$ cat config.mk
export PLATFORM = sky130hd
export DESIGN_NAME = mtc_unit
export DESIGN_NICKNAME = d
export VERILOG_FILES = /design/src/rtl/mtc_pkg.sv /design/src/rtl/mtc_tag_store.sv /design/src/rtl/mtc_rand_gen.sv /design/src/rtl/mtc_fault_policy.sv /design/src/rtl/mtc_unit.sv
export SDC_FILE = /design/constraint.sdc
export NUM_CORES = 2
export LEC_CHECK = 0
export BUFFER_PORTS_ARGS = -buffer_cell sky130_fd_sc_hd__clkbuf_2
export CAP_MARGIN = 40
export CORE_ASPECT_RATIO = 0.9
export CORE_UTILIZATION = 40
export DETAILED_ROUTE_END_ITERATION = 8
export GPL_TIMING_DRIVEN = 1
export HOLD_SLACK_MARGIN = 0.08
export MAX_ROUTING_LAYER = met4
export PLACE_DENSITY = 0.67
export SYNTH_ARGS = -nofsm -noshare
export SYNTH_HDL_FRONTEND = slang
export SYNTH_SLANG_ARGS = --single-unit
$ cat constraint.sdc
create_clock -name clk -period 11.4 [get_ports clk]
set_clock_uncertainty 0.15 [all_clocks]
set_input_delay 0.57 -clock clk [delete_from_list [all_inputs] [get_ports clk]]
set_output_delay 0.57 -clock clk [all_outputs]
set_load 0.05 [all_outputs]
$ cat src/rtl/mtc_pkg.sv
package mtc_pkg;

  typedef enum logic [2:0] {
    OP_LOAD    = 3'd0,
    OP_STORE   = 3'd1,
    OP_SETTAG  = 3'd2,
    OP_GETTAG  = 3'd3,
    OP_ZEROTAG = 3'd4,
    OP_RANDTAG = 3'd5,
    OP_CLRSTAT = 3'd6,
    OP_SETMODE = 3'd7
  } mtc_op_e;

  typedef enum logic [1:0] {
    MODE_OFF   = 2'd0,
    MODE_SYNC  = 2'd1,
    MODE_ASYNC = 2'd2,
    MODE_OFF2  = 2'd3
  } chk_mode_e;

endpackage

$ cat src/rtl/mtc_tag_store.sv
module mtc_tag_store #(
  parameter int DEPTH = 256,
  parameter int TAG_W = 4,
  localparam int IDX_W = $clog2(DEPTH)
) (
  input  logic             clk,
  input  logic             rst_n,
  input  logic             wr_en,
  input  logic [IDX_W-1:0] wr_idx,
  input  logic [TAG_W-1:0] wr_tag,
  input  logic [IDX_W-1:0] rd_idx,
  output logic [TAG_W-1:0] rd_tag
);

  logic [DEPTH-1:0][TAG_W-1:0] tags;

  for (genvar g = 0; g < DEPTH; g++) begin : g_ent
    logic [TAG_W-1:0] ent_q;
    logic [TAG_W-1:0] ent_d;
    logic             ent_en;

    always_comb begin
      ent_en = wr_en && (wr_idx == IDX_W'(g));
      ent_d  = ent_en ? wr_tag : ent_q;
    end

    always_ff @(posedge clk or negedge rst_n) begin
      if (!rst_n) ent_q <= '0;
      else        ent_q <= ent_d;
    end

    assign tags[g] = ent_q;
  end

  assign rd_tag = tags[rd_idx];

endmodule

$ cat src/rtl/mtc_rand_gen.sv
module mtc_rand_gen #(
  parameter int          TAG_W  = 4,
  parameter int          LFSR_W = 16,
  parameter logic [15:0] POLY   = 16'hB400,
  parameter logic [15:0] SEED   = 16'hACE1,
  localparam int         NTAGS  = 1 << TAG_W
) (
  input  logic             clk,
  input  logic             rst_n,
  input  logic             step,
  input  logic [NTAGS-1:0] excl,
  output logic [TAG_W-1:0] tag_out
);

  logic [LFSR_W-1:0] lfsr_q;
  logic [LFSR_W-1:0] lfsr_d;
  logic [TAG_W-1:0]  start;
  logic [TAG_W-1:0]  cand;
  logic [TAG_W-1:0]  pick;
  logic              found;

  // Galois LFSR, advanced only when a random tag is drawn
  always_comb begin
    lfsr_d = lfsr_q;
    if (step) begin
      lfsr_d = {1'b0, lfsr_q[LFSR_W-1:1]} ^ (lfsr_q[0] ? POLY[LFSR_W-1:0] : '0);
    end
  end

  always_ff @(posedge clk or negedge rst_n) begin
    if (!rst_n) lfsr_q <= SEED[LFSR_W-1:0];
    else        lfsr_q <= lfsr_d;
  end

  // Scan upward from the LFSR value for the first allowed tag
  always_comb begin
    start = lfsr_q[TAG_W-1:0];
    found = 1'b0;
    pick  = '0;
    cand  = '0;
    for (int k = 0; k < NTAGS; k++) begin
      cand = start + TAG_W'(k);
      if (!found && !excl[cand]) begin
        pick  = cand;
        found = 1'b1;
      end
    end
    tag_out = found ? pick : '0;
  end


  rand_not_excluded_chk: assert property (@(posedge clk) disable iff (!rst_n)
    (step && !(&excl)) |-> !excl[tag_out]);

endmodule

$ cat src/rtl/mtc_fault_policy.sv
module mtc_fault_policy
  import mtc_pkg::*;
(
  input  logic       clk,
  input  logic       rst_n,
  input  logic       mode_we,
  input  logic [1:0] mode_wdata,
  input  logic       chk_en,
  input  logic       mismatch,
  input  logic       clr_en,
  input  logic       clr_bit,
  output logic       block,
  output logic       async_flag
);

  chk_mode_e mode_q;
  chk_mode_e mode_d;
  logic      flag_q;
  logic      flag_d;
  logic      bad_acc;

  always_comb begin
    bad_acc = chk_en && mismatch;
    block   = bad_acc && (mode_q == MODE_SYNC);
  end

  always_comb begin
    mode_d = mode_q;
    if (mode_we) mode_d = chk_mode_e'(mode_wdata);
  end

  always_comb begin
    flag_d = flag_q;
    if (clr_en && clr_bit)                  flag_d = 1'b0;
    if (bad_acc && (mode_q == MODE_ASYNC)) flag_d = 1'b1;
  end

  always_ff @(posedge clk or negedge rst_n) begin
    if (!rst_n) begin
      mode_q <= MODE_OFF;
      flag_q <= 1'b0;
    end else begin
      mode_q <= mode_d;
      flag_q <= flag_d;
    end
  end

  assign async_flag = flag_q;


  flag_sticky_chk: assert property (@(posedge clk) disable iff (!rst_n)
    (flag_q && !(clr_en && clr_bit)) |=> flag_q);


  flag_clear_chk: assert property (@(posedge clk) disable iff (!rst_n)
    (clr_en && clr_bit && !chk_en) |=> !flag_q);


  off_mode_quiet_chk: assert property (@(posedge clk) disable iff (!rst_n)
    (bad_acc && (mode_q == MODE_OFF || mode_q == MODE_OFF2) && !flag_q) |=> !flag_q);

endmodule

$ cat src/rtl/mtc_unit.sv
module mtc_unit
  import mtc_pkg::*;
#(
  parameter int          ADDR_W    = 64,
  parameter int          TAG_LSB   = 56,
  parameter int          TAG_W     = 4,
  parameter int          GRAN_LG2  = 4,
  parameter int          NUM_GRAN  = 256,
  parameter logic [15:0] LFSR_SEED = 16'hACE1
) (
  input  logic              clk,
  input  logic              rst_n,
  input  logic              req_valid,
  output logic              req_ready,
  input  logic [2:0]        req_op,
  input  logic [ADDR_W-1:0] req_addr,
  input  logic [ADDR_W-1:0] req_data,
  output logic              rsp_valid,
  output logic              rsp_fault,
  output logic [ADDR_W-1:0] rsp_data,
  output logic              zero_strobe,
  output logic [ADDR_W-1:0] zero_addr,
  output logic              async_flag
);

  localparam int IDX_W = $clog2(NUM_GRAN);
  localparam int NTAGS = 1 << TAG_W;

  function automatic logic [ADDR_W-1:0] put_tag(input logic [ADDR_W-1:0] a,
                                                input logic [TAG_W-1:0]  t);
    logic [ADDR_W-1:0] r;
    r = a;
    r[TAG_LSB +: TAG_W] = t;
    return r;
  endfunction

  mtc_op_e           op;
  logic              acc;
  logic              ready_q;
  logic [IDX_W-1:0]  idx;
  logic [TAG_W-1:0]  key;
  logic [TAG_W-1:0]  stored;
  logic [TAG_W-1:0]  rtag;
  logic [ADDR_W-1:0] untag;
  logic              is_acc;
  logic              mismatch;
  logic              block;
  logic              tag_we;
  logic              rnd_step;
  logic              unused_bits;

  logic              rv_d, fault_d, zs_d;
  logic [ADDR_W-1:0] data_d, zaddr_d;
  logic              rv_q, fault_q, zs_q;
  logic [ADDR_W-1:0] data_q, zaddr_q;

  always_comb begin
    op       = mtc_op_e'(req_op);
    acc      = req_valid && ready_q;
    idx      = req_addr[GRAN_LG2 +: IDX_W];
    key      = req_addr[TAG_LSB +: TAG_W];
    untag    = put_tag(req_addr, '0);
    is_acc   = acc && (op == OP_LOAD || op == OP_STORE);
    mismatch = key != stored;
    tag_we   = acc && (op == OP_SETTAG || op == OP_ZEROTAG);
    rnd_step = acc && (op == OP_RANDTAG);
  end

  assign unused_bits = ^{req_data[ADDR_W-1:TAG_LSB+TAG_W], req_data[TAG_LSB-1:NTAGS]};

  mtc_tag_store #(.DEPTH(NUM_GRAN), .TAG_W(TAG_W)) u_store (
    .clk    (clk),
    .rst_n  (rst_n),
    .wr_en  (tag_we),
    .wr_idx (idx),
    .wr_tag (req_data[TAG_LSB +: TAG_W]),
    .rd_idx (idx),
    .rd_tag (stored)
  );

  mtc_rand_gen #(.TAG_W(TAG_W), .SEED(LFSR_SEED)) u_rand (
    .clk     (clk),
    .rst_n   (rst_n),
    .step    (rnd_step),
    .excl    (req_data[NTAGS-1:0]),
    .tag_out (rtag)
  );

  mtc_fault_policy u_policy (
    .clk        (clk),
    .rst_n      (rst_n),
    .mode_we    (acc && op == OP_SETMODE),
    .mode_wdata (req_data[1:0]),
    .chk_en     (is_acc),
    .mismatch   (mismatch),
    .clr_en     (acc && op == OP_CLRSTAT),
    .clr_bit    (req_data[0]),
    .block      (block),
    .async_flag (async_flag)
  );

  // Response next-state
  always_comb begin
    rv_d    = acc;
    fault_d = block;
    zs_d    = acc && (op == OP_ZEROTAG);
    zaddr_d = zaddr_q;
    if (zs_d) zaddr_d = {untag[ADDR_W-1:GRAN_LG2], {GRAN_LG2{1'b0}}};
    data_d  = data_q;
    if (acc) begin
      unique case (op)
        OP_LOAD, OP_STORE: data_d = block ? '0 : untag;
        OP_GETTAG:         data_d = put_tag(req_addr, stored);
        OP_RANDTAG:        data_d = put_tag(req_addr, rtag);
        default:           data_d = '0;
      endcase
    end
  end

  always_ff @(posedge clk or negedge rst_n) begin
    if (!rst_n) begin
      ready_q <= 1'b0;
      rv_q    <= 1'b0;
      fault_q <= 1'b0;
      zs_q    <= 1'b0;
      data_q  <= '0;
      zaddr_q <= '0;
    end else begin
      ready_q <= 1'b1;
      rv_q    <= rv_d;
      fault_q <= fault_d;
      zs_q    <= zs_d;
      data_q  <= data_d;
      zaddr_q <= zaddr_d;
    end
  end

  assign req_ready   = ready_q;
  assign rsp_valid   = rv_q;
  assign rsp_fault   = fault_q;
  assign rsp_data    = data_q;
  assign zero_strobe = zs_q;
  assign zero_addr   = zaddr_q;


  rsp_follows_req_chk: assert property (@(posedge clk) disable iff (!rst_n)
    rsp_valid |-> $past(req_valid && req_ready));


  fault_blocks_chk: assert property (@(posedge clk) disable iff (!rst_n)
    rsp_fault |-> (rsp_valid && rsp_data == '0 && !zero_strobe));


  fault_only_access_chk: assert property (@(posedge clk) disable iff (!rst_n)
    rsp_fault |-> ($past(req_op) == OP_LOAD || $past(req_op) == OP_STORE));


  zero_strobe_aligned_chk: assert property (@(posedge clk) disable iff (!rst_n)
    zero_strobe |-> (rsp_valid && !rsp_fault && zero_addr[GRAN_LG2-1:0] == '0
                     && zero_addr[TAG_LSB +: TAG_W] == '0));

endmodule

Word-level counts from Yosys, hierarchy flattened

Index checks and enable logic that the tools add are counted.
Widths: inputs -> output; s select.

Bits in registers: 1167
Latch bits: 0
Bits in writable memories: 0
Memory bits (read-only): 0
Bits of input ports: 134
Output and inout bits: 133
Word-level logic and storage cells: 952
Memories kept: 0

Add/subtract/negate cells: 15
Multiply operators: 0
Div/mod/pow operators: 0
$lt $le $gt $ge: 17
Equal/unequal tests: 265
Shifts and indexed selects: 0
Mux-type cells: 72
Bitwise logic cells: 1
Reduce and logical (&&, ||, !) cells: 317

Operators by type and width:

| kind                | count |
|---|---|
| $eq 8x8->1 const B  | 128 |
| $eq 8x7->1 const B  | 64 |
| $logic_and 1x1->1   | 282 |
| $eq 8x6->1 const B  | 32 |
| $pmux 64 s3         | 1 |
| $eq 8x5->1 const B  | 16 |
| $lt 4x5->1 const B  | 16 |
| $mux 4              | 18 |
| $bmux 1 s4          | 16 |
| $eq 8x4->1 const B  | 8 |
| $mux 64             | 1 |
| $mux 1              | 34 |
| $add 4x4->4 const B | 8 |
| $bmux 4 s8          | 1 |
| $eq 8x3->1 const B  | 4 |
| $logic_not 1->1     | 29 |
| $add 4x3->4 const B | 4 |
| $eq 8x2->1 const B  | 2 |
| $mux 16             | 1 |
| $xor 15x16->16      | 1 |
| $eq 3x3->1 const B  | 4 |
| $lt 8x9->1 const B  | 1 |
| $add 4x2->4 const B | 2 |
| $eq 8x1->1 const B  | 1 |
| other kinds (11)    | 13 |

Longest topological paths before layout

Word-level depth: 50
Mapped depth: 18
Mapped depth without buffers: 12

By module

A second synthesis with hierarchy kept.

Cells, all modules: 4007
Area total of the unflattened synthesis: 55921.1 um2

By module, submodules not included:

| module           | instances | cells each | area an instance (um2) | seq. area each (um2) |
|---|---|---|---|---|
| mtc_tag_store    | 1         | 3306       | 47554.4                | 25624.6 |
| mtc_unit         | 1         | 372        | 5202.5                 | 3103.0 |
| mtc_rand_gen     | 1         | 320        | 3036.7                 | 410.4 |
| mtc_fault_policy | 1         | 9          | 127.6                  | 75.1 |

Worst setup path before layout

Ideal clock, no wire load.

Kind: reg2reg
Start point: reg u_rand.lfsr_q[1]
End point: reg data_q[56] (netlist: rsp_data[56])
Library setup time: 120 ps
Arrival: 4295 ps
Data required time: 11130 ps
Slack: 6835 ps
Stages on the path, launching flop included: 18
Buffers on the path: 5
Clock period less this slack: 4565 ps
Cell sequence: dfrtp_1 > buf_4 > buf_6 > clkbuf_1 > inv_1 > ha_1 > buf_2 > mux2_2 > mux4_2 > mux2_2 > nand3_1 > or2_1 > buf_2 > nor2_1 > a221o_1 > a211o_1 > o311a_1 > a31o_2

Cells in the longest elaborated chain, start to end: 50
Elaborated cells on any way between the ends: 125
Classes of those cells: 15 x add/sub; 66 x mux; 44 x reduce/logical

Ends and longest elaborated chain:

| what                                    | line               | source |
|---|---|---|
| start: declaration                      | mtc_rand_gen.sv:15 | `logic [LFSR_W-1:0] lfsr_q;` |
| start signal: assignment                | mtc_rand_gen.sv:31 | `if (!rst_n) lfsr_q <= SEED[LFSR_W-1:0];` |
| start signal: assignment                | mtc_rand_gen.sv:32 | `else lfsr_q <= lfsr_d;` |
| $add 4x1->4                             | mtc_rand_gen.sv:42 | `cand = start + TAG_W'(k);` |
| $bmux 1 s4                              | mtc_rand_gen.sv:43 | `if (!found && !excl[cand]) begin` |
| $mux 1 (implied by the code)            | mtc_rand_gen.sv:43 |  |
| $logic_not 1->1                         | mtc_rand_gen.sv:43 |  |
| $logic_and 1x1->1                       | mtc_rand_gen.sv:43 |  |
| $mux 1                                  | mtc_rand_gen.sv:43 |  |
| $logic_not 1->1                         | mtc_rand_gen.sv:43 |  |
| $logic_and 1x1->1                       | mtc_rand_gen.sv:43 |  |
| [34 not listed]                         | --                 |  |
| $logic_not 1->1                         | mtc_rand_gen.sv:43 |  |
| $logic_and 1x1->1                       | mtc_rand_gen.sv:43 |  |
| $mux 1                                  | mtc_rand_gen.sv:43 |  |
| $logic_not 1->1                         | mtc_rand_gen.sv:43 |  |
| $logic_and 1x1->1                       | mtc_rand_gen.sv:43 |  |
| $mux 4 / $mux 1 (equally long branches) | mtc_rand_gen.sv:43 |  |
| $mux 4 (*)                              | mtc_rand_gen.sv:48 | `tag_out = found ? pick : '0;` |
| $pmux 64 s3 (*)                         | mtc_unit.sv:111    | `unique case (op)` |
| end signal: assignment                  | mtc_unit.sv:133    | `data_q <= data_d;` |
| end: declaration                        | mtc_unit.sv:55     | `logic [ADDR_W-1:0] data_q, zaddr_q;` |

Mark *: on every way between the ends. The rest lies on a longest branch, timed or not. The select of a mux whose other input is x is not followed.
A chain may end at the register's enable or synchronous reset.

Final worst setup path

Start point: in req_addr[5]
End point: reg data_q[43] (netlist: rsp_data[43])

Cells in the longest elaborated chain, start to end: 7

Ends and longest elaborated chain:

| what                         | line                   | source |
|---|---|---|
| start: declaration           | mtc_unit.sv:16         | `input logic [ADDR_W-1:0] req_addr,` |
| $bmux 4 s8                   | mtc_tag_store.sv:35    | `assign rd_tag = tags[rd_idx];` |
| $mux 4 (implied by the code) | mtc_tag_store.sv:35    |  |
| $ne 4x4->1                   | mtc_unit.sv:64         | `mismatch = key != stored;` |
| $logic_and 1x1->1            | mtc_fault_policy.sv:23 | `bad_acc = chk_en && mismatch;` |
| $logic_and 1x1->1            | mtc_fault_policy.sv:24 | `block = bad_acc && (mode_q == MODE_SYNC);` |
| $mux 64                      | mtc_unit.sv:112        | `OP_LOAD, OP_STORE: data_d = block ? '0 : untag;` |
| $pmux 64 s3                  | mtc_unit.sv:111        |  |

Every way passes these cells. The select of a mux whose other input is x is not followed.

==> impl_metrics.csv <==
group,metric,value,unit
status,outcome,"finished clean",
timing,clock.fmax,165,MHz
drt,drt_iter0_markers,3217,
clock_tree,numCtsBuffers,115,
clock_tree,clk_latency,740,ps
synthesis,synth_enable_flop_cells,0,
drt,first_pass_iters,6,
timing,maxSlewHeadroom,32.2,%
synthesis,synth_area_leaders,"dfrtp_1 (53%), mux2_2 (23%), mux4_2 (9.7%)",
setup_path,required,11830,ps
clock_tree,root_buffer,"clkbuf_16",
power,power.density,153,mW/mm²
layout,regArea,0.0292,mm²
setup_path,cp.arrival,6480,ps
die,fp.dieW,394,µm
global_route,grt_usage,22.4,%
drt,postRouteAntennaNets,0,
clock_tree,cts.path.max_buffers,3,
layout,multi_input_comb_area,0.0249,mm²
global_route,antenna_found_initial,4,
setup_path,crit_slowest_cell,"nor4_2",
clock_tree,post-cts-setup-buffers,0,
timing,slew_violations,0,
die,ios,267,
clock_tree,cts.sinks,1167,
setup_path,crit_path_end_kind,"flip-flop",
die,row_count,128,
die,floorplan.initialDensity,40.6,%
min_path,holdCritPathClass,"input pin to flip-flop",
synthesis,synth-main-ff-cell,"dfrtp_1",
drt,drc,0,
synthesis,async_flop_share,100,%
synthesis,yosys.cell_types.count,73,
synthesis,synth.avg_cell_area,13.9,µm²
setup_path,crit_top_cell,"buf_4",
timing,setup_viol,0,
drt,vias,35400,
drt,wirelength,152000,µm
timing,rsz0062_at_grt,"false",
synthesis,yosys_warnings,0,
layout,area_delta_synth_final,14.0,%
die,chipHeight,355,µm
placed_design,place_area,0.0586,mm²
synthesis,netlist_area,0.0552,mm²
setup_path,worst-setup-path-type,"input pin to flip-flop",
die,die_area,0.140,mm²
placed_design,port_buffers,214,
timing,min_period,6060,ps
drt,routed_via_density,5.84,
power,power.total,9.62,mW
timing,finalSetupTns,0,ps
clock_tree,h-tree-depth,3,
synthesis,synth_area_leader_cell,"dfrtp_1",
synthesis,seq_area_frac_synth,52.9,%
setup_path,crit_chain,"buf_8, buf_4, buf_4, mux4_2, mux2i_1, o21ai_0, a211o_1, or4_1, nor4_2, xnor2_1, nor2_2, a31oi_4, buf_4, nor2_1",
global_route,grt_max_degree,175,
layout,nets,4289,
layout,final_area,0.0630,mm²
die,coreArea,0.136,mm²
timing,tightest_slew,1020,ps
job,cap_violations,0,
power,power.leakage,30.0,nW
layout,fillers,12000,
timing,post-route-period-util,53.1,%
clock_tree,path_clk_slew,60,ps
setup_path,cp_slowest_stage_delay,790,ps
timing,finalHoldViolCount,0,
synthesis,synthCells,3970,
synthesis,ys_ff_latch,1167,
global_route,overflow,0,
drt,routedWlPerCell,25.0,µm
setup_path,path_max_fanout,49,
synthesis,synth.top_cell.area_share,52.5,%
clock_tree,cts_tree,"yes",
layout,drive_gt1_share,44.7,%
setup_path,crit_path_start_kind,"input pin",
global_route,grt_pass1_vias,35900,
global_route,grt_first_pass_wirelength,234000,µm
placed_design,gp_congestion,0.883,
power,vdd_drop_max,0.000114,V
placed_design,dp_hpwl,98000,µm
## Yosys cell counts (all sizes together), types with 34 or more instances
cell / instances
dfrtp: 1159
nand2: 270
mux2i: 136
mux4: 237
clkbuf: 224
mux2: 1114
nor2: 201
a22oi: 141
o21ai: 34
buf: 90
a21oi: 52
nand3: 44
## layer usage
layer | wire length [µm] | share of wire, % | GRT usage (%) | vias to the layer above
met5 | 0 | 0 | - | -
met4 | 4210 | 2.8 | 6.12 | 0
met3 | 11800 | 7.8 | 4.94 | 234
met2 | 68000 | 45 | 32.7 | 1267
met1 | 67600 | 45 | 31.4 | 18900
li1 | - | - | - | 15000
## where the power goes
| part | internal [mW] | leakage, nW | switching (mW) |
|---|---|---|---|
| logic | 0.458 | 12.0 | 0.989 |
| registers | 4.27 | 16.1 | 0.0679 |
| clock network | 2.18 | 1.87 | 1.66 |
## critical path, delay by kind of cell
| kind | cells | cell delay, ps |
|---|---|---|
| buf+inv | 4 | 2150 |
| compound gates | 3 | 1280 |
| xor+xnor | 1 | 210 |
| mux | 2 | 750 |
| simple gates | 4 | 1390 |
## registers in the layout, indices dropped and copies added, names as in the netlist
name                 cells
req_ready                1
rsp_data                64
rsp_fault                1
rsp_valid                1
u_policy.async_flag      1
u_policy.mode_q          2
u_rand.lfsr_q           16
u_store.g_ent.ent_q   1024
zero_addr               56
zero_strobe              1
## metrics by stage
stage	util [%]	worst slack (ps)	cells	hold slack, ps
global placement	42.7	4480	5774	331
detailed placement	43.0	4670	5795	337
CTS	46.2	5470	6062	91.4
floorplan	-	6830	3977	124
finish	46.2	5340	6065	156
global route	46.2	5180	6064	142
## placed cells by master (no fill, tap or decap), types with 27 or more instances in the layout
master | synthesis | layout
a21oi_1 | 52 | 52
clkbuf_16 | 0 | 118
clkbuf_1 | 224 | 27
clkbuf_2 | 0 | 205
a22oi_1 | 141 | 141
mux4_2 | 237 | 237
clkbuf_8 | 0 | 30
nor2_1 | 200 | 188
o21ai_0 | 34 | 34
nand2_1 | 270 | 267
dfrtp_1 | 1159 | 1159
nand3_1 | 44 | 44
dlygate4sd3_1 | 0 | 56
mux2i_1 | 136 | 136
buf_4 | 24 | 75
mux2_2 | 1114 | 1114
## repair_timing
| item | CTS | global route |
|---|---|---|
| resized for setup | 0 | 0 |
| hold buffers | 56 | 0 |
| hold endpoints to repair | 196 | 0 |
## area by class of cell
| type | instances | share of cell area, % |
|---|---|---|
| Tap cell | 1820 | 3.62 |
| Inverter | 12 | 0.0715 |
| Clock buffer | 174 | 5.49 |
| Clock inverter | 37 | 0.550 |
| Antenna cell | 3 | 0.0119 |
| Timing Repair Buffer | 368 | 4.36 |
| Multi-Input combinational cell | 2484 | 39.5 |
| Sequential cell | 1167 | 46.4 |
## kinds of logic after synthesis
group	after synthesis	synth area share, %
mux	1487	34.8
flops	1167	52.9
simple gates	645	5.23
buf+inv	326	2.55
compound gates	318	4.04
xor+xnor	17	0.283
fa+ha+maj	8	0.177
other cells	2	0.0136
## path summary, 6_finish.rpt
check,start,endpoint,slack [ps],cells past startpoint
worst min-delay path,req_data[1],u_policy.mode_q[1],160,2
worst max-delay path,req_addr[5],rsp_data[43],5340,14
max in group asynchronous,rst_n,rsp_data[21],8020,5
worst max register to register,u_rand.lfsr_q[0],rsp_data[56],5980,13
min in group asynchronous,rst_n,u_store.g_ent[57].ent_q[1],300,2
worst min register to register,u_policy.async_flag,u_policy.async_flag,350,1
Power figures use the tool's default switching activity.
